**src/rtl/dual_reset_seq.sv**
```systemverilog
module dual_reset_seq #(
  parameter int PULSE_LEN   = 16,
  parameter int SYNC_STAGES = 2
) (
  input  logic       clk,
  input  logic       por_n,
  input  logic       p_wd_exp,
  input  logic       p_nmiwd_exp,
  input  logic       p_wd_rst_en,
  input  logic       s_wd_exp,
  input  logic       s_nmiwd_exp,
  input  logic       s_wd_rst_en,
  input  logic       rel_req,
  input  logic       clr_we,
  input  logic [3:0] clr_mask,
  output logic       p_rst_n,
  output logic       s_rst_n,
  output logic       sec_nmi,
  output logic [3:0] cause
);
  localparam int CW = (PULSE_LEN > 1) ? $clog2(PULSE_LEN) : 1;
  localparam logic [CW-1:0] LAST = CW'(PULSE_LEN - 1);

  logic [SYNC_STAGES-1:0] por_sync;
  logic          dev_act, sec_act, sec_hold, sec_src_nmi;
  logic [CW-1:0] dev_cnt, sec_cnt;
  logic          dev_rst, p_fault, s_fault;
  logic [3:0]    set_v;

  always_ff @(posedge clk or negedge por_n)
    if (!por_n) por_sync <= '0;
    else        por_sync <= {por_sync[SYNC_STAGES-2:0], 1'b1};

  assign dev_rst = ~por_sync[SYNC_STAGES-1] | dev_act;
  assign p_fault = ~dev_rst & (p_nmiwd_exp | (p_wd_exp & p_wd_rst_en));
  assign s_fault = ~dev_rst & ~p_fault & ~sec_hold & ~sec_act &
                   (s_nmiwd_exp | (s_wd_exp & s_wd_rst_en));
  assign set_v   = {s_fault & s_nmiwd_exp, s_fault & s_wd_exp & s_wd_rst_en,
                    p_fault & p_nmiwd_exp, p_fault & p_wd_exp & p_wd_rst_en};

  assign p_rst_n = ~dev_rst;
  assign s_rst_n = ~dev_rst & ~sec_hold & ~sec_act;

  always_ff @(posedge clk or negedge por_n)
    if (!por_n) cause <= '0;
    else        cause <= (cause & ~({4{clr_we}} & clr_mask)) | set_v;

  always_ff @(posedge clk or negedge por_n)
    if (!por_n) begin
      dev_act <= 1'b0;
      dev_cnt <= '0;
    end else if (p_fault) begin
      dev_act <= 1'b1;
      dev_cnt <= '0;
    end else if (dev_act) begin
      if (dev_cnt == LAST) dev_act <= 1'b0;
      else                 dev_cnt <= dev_cnt + 1'b1;
    end

  always_ff @(posedge clk or negedge por_n)
    if (!por_n) begin
      sec_hold    <= 1'b1;
      sec_act     <= 1'b0;
      sec_cnt     <= '0;
      sec_src_nmi <= 1'b0;
      sec_nmi     <= 1'b0;
    end else begin
      sec_nmi <= 1'b0;
      if (dev_rst | p_fault) begin
        sec_hold <= 1'b1;
        sec_act  <= 1'b0;
      end else if (s_fault) begin
        sec_act     <= 1'b1;
        sec_cnt     <= '0;
        sec_src_nmi <= s_nmiwd_exp;
      end else if (sec_act) begin
        if (sec_cnt == LAST) begin
          sec_act <= 1'b0;
          sec_nmi <= sec_src_nmi;
        end else begin
          sec_cnt <= sec_cnt + 1'b1;
        end
      end else if (rel_req && sec_hold) begin
        sec_hold <= 1'b0;
      end
    end


  device_exit_holds_sec_chk: assert property (@(posedge clk) disable iff (!por_n)
    $rose(p_rst_n) |-> !s_rst_n);

  nmi_single_cycle_chk: assert property (@(posedge clk) disable iff (!por_n)
    sec_nmi |=> !sec_nmi);

  nmi_with_sec_exit_chk: assert property (@(posedge clk) disable iff (!por_n)
    sec_nmi |-> $rose(s_rst_n));

  sec_exit_cause_chk: assert property (@(posedge clk) disable iff (!por_n)
    $rose(s_rst_n) |-> ($past(rel_req) || $past(sec_act)));

  flags_clear_only_on_strobe_chk: assert property (@(posedge clk) disable iff (!por_n)
    ((~cause & $past(cause)) != 4'b0) |-> $past(clr_we));

  sec_runs_under_primary_chk: assert property (@(posedge clk) disable iff (!por_n)
    s_rst_n |-> p_rst_n);
endmodule

```
**config.mk**
```make
export PLATFORM = sky130hd
export DESIGN_NAME = dual_reset_seq
export DESIGN_NICKNAME = d
export VERILOG_FILES = /design/src/rtl/dual_reset_seq.sv
export SDC_FILE = /design/constraint.sdc
export NUM_CORES = 1
export LEC_CHECK = 0
export BUFFER_PORTS_ARGS = -buffer_cell sky130_fd_sc_hd__buf_2
export CORE_MARGIN = 1
export CORE_UTILIZATION = 54
export CTS_CLUSTER_SIZE = 8
export DETAILED_ROUTE_END_ITERATION = 6
export PLACE_DENSITY = 0.81
export SYNTH_ARGS = -nofsm -noshare
export SYNTH_HDL_FRONTEND = slang
export SYNTH_SLANG_ARGS = --single-unit
```
**constraint.sdc**
```tcl
create_clock -name clk -period 2.1 [get_ports clk]
set_input_delay 0.42 -clock clk [delete_from_list [all_inputs] [get_ports clk]]
set_output_delay 0.42 -clock clk [all_outputs]
set_load 0.01 [all_outputs]
```
; Word-level counts from Yosys, hierarchy flattened
; Cells that the tools add are included.
[op_classes]
mux = 21
eq_ne = 6
bitwise_logic = 29
n_reduce_logical = 8
n_addsub = 2
[ops]
columns = op, count
row1 = 2-to-1 mux 4 bit, 6
row2 = AND 1 bit, 15
row3 = 2-to-1 mux 1 bit, 15
row4 = adder 4 x 1 -> 4 bit (second input constant), 2
row5 = AND 4 bit, 2
row6 = equality test 4 bit (second input constant), 2
row7 = NOT 1 bit, 6
row8 = AND reduction 3 bit, 2
row9 = nonzero test 2 bit, 3
row10 = != test 2 x 1 -> 1 bit (second input constant), 2
row11 = != test 2 bit (second input constant), 2
row12 = NOT 4 bit, 1
row13 = OR 1 bit, 4
row14 = OR 4 bit, 1
row15 = AND reduction 2 bit, 2
row16 = logical AND 1 bit, 1
[totals]
register_bits = 19
output_inout_bits = 7

; Depth between registers and ports, before layout
[depth]
ltp_word = 12
mapped_depth = 5
mapped_depth_nobuf = 5

; Worst setup path before layout
; No wires, ideal clock.
[synth_timing]
path_type = register to register
startpoint = register sec_act
endpoint = register sec_cnt[2]
path_slack_ns = 0.694
required_ns = 1.971
path_buffers = 0
path_stages_with_launch = 5
t_arrival_ns = 1.277
cell_sequence = dfrtp_1 -> nor4b_2 -> nand3_1 -> o211ai_1 -> o31ai_1
[synth_via]
elab_chain_len = 5
elab_cells_between_ends = 7
classes_between = eq/ne (1) / mux (1) / bitwise (3) / reduce/logical (2)
[synth_lines]
columns = item, line
row1 = from (decl), 25  ; logic dev_act, sec_act, sec_hold, sec_src_nmi;
row2 = from (signal assigned), 63  ; sec_act <= 1'b0;
row3 = from (signal assigned), 71  ; sec_act <= 1'b0;
row4 = from (signal assigned), 73  ; sec_act <= 1'b1;
row5 = NOT 1 bit, 36  ; assign s_fault = ~dev_rst & ~p_fault & ~sec_hold & ~sec_act &
row6 = AND 1 bit (2 in series), 36
row7 = != test 2 bit (no line) or nonzero test 2 bit (tied branches), n/a
row8 = AND reduction 3 bit (no line), n/a
row9 = to (signal assigned), 81  ; sec_cnt <= sec_cnt + 1'b1;
row10 = to (decl), 26  ; logic [CW-1:0] dev_cnt, sec_cnt;
; Several ways; a longest one is shown, not always the timed one.
; A chain may end at the register's enable or synchronous reset.

; Final worst setup path
[layout_timing]
startpoint = register sec_act
endpoint = output port s_rst_n
[layout_via]
elab_chain_len = 2
[layout_lines]
columns = item, line
row1 = NOT 1 bit, 42  ; assign s_rst_n = ~dev_rst & ~sec_hold & ~sec_act;
row2 = AND 1 bit, 42
row3 = to (decl), 17  ; output logic s_rst_n,
; Every way passes these cells.

==> flow_metrics.env <==
export IMPL_coreArea_mm2=0.00137
export IMPL_drive_above_1_share_pct=30.7
export IMPL_rsz0062_at_grt="no"
export IMPL_clock_fmax_mhz=596
export IMPL_area_growth_pct=17.3
export IMPL_hold_violations=0
export IMPL_root_buffer="clkbuf_4"
export IMPL_io_pins=21
export IMPL_dp_cells=112
export IMPL_finalSetupTns_ps=0
export IMPL_cts_max_level=1
export IMPL_r2r_start="sec_cnt[0]"
export IMPL_cts_sinks=19
export IMPL_arrival_ps=1260
export IMPL_fin_ws_ps=422
export IMPL_placed_cell_area_um2=960
export IMPL_ir_drop_mv=0.517
export IMPL_grtUsageTotal_pct=20.1
export IMPL_initial_utilization_pct=61.5
export IMPL_synth_top_family_by_area="simple AND/OR/NAND/NOR gates"
export IMPL_cp_required_ps=1680
export IMPL_layout_min_cycle_time_ps=1680
export IMPL_seq_area_frac_synth_pct=56.7
export IMPL_drtIter0Drc=6
export IMPL_wl_per_cell_um=12.4
export IMPL_vias=625
export IMPL_async_flop_share_pct=100
export IMPL_synthSimpleGateAreaFrac_pct=22.0
export IMPL_synth_seq_cells=19
export IMPL_diodes=0
export IMPL_final_cells=116
export IMPL_cts_tree="done"
export IMPL_finalCritPeriodShare_pct=79.9
export IMPL_clk_pin_slew_ps=100
export IMPL_leakage_nw=0.507
export IMPL_fp_row_count=13
export IMPL_die_area_mm2=0.00172
export IMPL_multi_input_area_um2=347
export IMPL_place_congestion=0.803
export IMPL_reg2reg_depth=5
export IMPL_num_fill_cells=96
export IMPL_finish_utilization_pct=72.2
export IMPL_synth_area_um2=841
export IMPL_die_y_um=41.5
export IMPL_synth_compound_area_share_pct=12.6
export IMPL_overflow=0
export IMPL_seqCellArea_um2=477
export IMPL_yosysUniqueCellTypes=28
export IMPL_viasPerCell=5.39
export IMPL_cts_resized_gates=0
export IMPL_cp_startpoint="sec_act"
export IMPL_critical_path_class="flop to output port"
export IMPL_pre_cts_ws_ps=580
export IMPL_crit_path_end="s_rst_n"
export IMPL_numCtsBuffers=3
export IMPL_synth_edff_count=0
export IMPL_dp_hpwl_um=1110
export IMPL_port_buffers=20
export IMPL_dieWidth_um=41.5
export IMPL_timing_rr_end="sec_cnt[3]"
export IMPL_setup_worst_path_start_class="flop"
export IMPL_synth_avg_cell_area_um2=10.9
export IMPL_synthMuxAreaShare_pct=0
export IMPL_clock_latency_ps=290
export IMPL_grt_max_degree=20
export IMPL_dr_pass1_iters=4
export IMPL_finalNetCount=118
export IMPL_synth_xor_area_share_pct=3.12
export IMPL_cts_setup_buffers=0
export IMPL_drc_errors=0
export IMPL_holdWs_ps=37.9
export IMPL_grt_pass1_wl_um=2640
export IMPL_ctsHoldBuffers=0
export IMPL_skew_ps=9.98
export IMPL_synth_flop_cell="dfrtp_1"
export IMPL_cp_max_fo=4
export IMPL_grt_antenna_before_repair=0
export IMPL_clockBufferDepth=2
export IMPL_final_common_cell="buf_2"
export IMPL_grt_pass1_vias=637
export IMPL_drtAntennaViolNets=0
export IMPL_maxSlewViolCount=0
export IMPL_cap_violations=0
export IMPL_totalPowerFinal_mw=0.885
export IMPL_power_per_cell_area_mw_per_mm2=897
export IMPL_synth_yosys_warnings=0
export IMPL_final_cell_mix="buf_2 (20), dfrtp_1 (18), nand2_1 (12), nand3_1 (10), nor2_1 (4)"
export IMPL_critPathCaptureType="output port"
export IMPL_syn_inst=77
export IMPL_min_path_type="primary input to asynchronous set/reset pin"
export IMPL_setup_viol=0
export IMPL_r2r_slack_ps=670
export IMPL_drt_wl_total_um=1440
export IMPL_outcome="completed"
export IMPL_synth_fa_ha_area_share_pct=2.98
export IMPL_synth_fp_nets=93
export IMPL_stdcell_area_um2=986
metal layers:
metal | GRT usage (%) | part of all wire, %
met5 | 0 | 0
met1 | 24.9 | 47
met4 | 9.68 | 1.5
met3 | 5.65 | 2.0
met2 | 32.5 | 49
cell usage after synthesis, types with 2 or more instances:
cell type / number / area (um^2)
nor2_1: 4 / 15.0
ha_1: 2 / 25.0
xor2_1: 3 / 26.3
nand3_1: 10 / 50.1
o21ai_1: 2 / 10.0
dfrtp_1: 18 / 450
a32o_1: 2 / 20.0
nand2_1: 12 / 45.0
o21ai_0: 3 / 15.0
inv_1: 3 / 11.3
where the power goes:
group	leakage, nW	total (mW)	switching (mW)	internal [mW]
combinational	0.247	0.226	0.118	0.108
clock	0.0150	0.173	0.0992	0.0737
sequential	0.245	0.486	0.0533	0.433
worst min-delay path by stage:
stage	slack, ps	cells after the start	to	start
floorplan	120	0	cause[0]	por_n
detailed placement	340	0	por_sync[1]	por_sync[0]
global route	60	1	dev_cnt[0]	por_n
CTS	50	1	dev_cnt[3]	por_n
finish	40	1	dev_cnt[3]	por_n
global placement	330	0	por_sync[1]	por_sync[0]
cells by family (layout without fill, tap and decap cells):
logic type                 after synthesis  in the layout
xor gates and xnor gates                 3              3
AOI/OAI and AO/OA                       14             14
DFF                                     19             19
and+or+nand+nor                         34             34
buffers and inverters                    4             28
other                                    1              1
adders and majority gates                2              2
critical path, stage by stage (launching register included):
cell	delay (ps)
dfrtp_1	440
nor4b_2	340
buf_2	200
area by class of cell:
type / instances / share of cell area [%]
clock buffers: 4 / 2.66
flip-flops and latches: 19 / 48.4
inverters: 4 / 1.78
multi-input cells: 54 / 35.2
repair buffers: 20 / 10.2
well taps: 15 / 1.90
state kept, by name, indices dropped and copies added, names as in the netlist:
register,count
cause,4
sec_hold,1
por_sync,2
dev_act,1
sec_act,1
sec_cnt,4
sec_nmi,1
sec_src_nmi,1
dev_cnt,4
(Power assumes the default switching activity.)
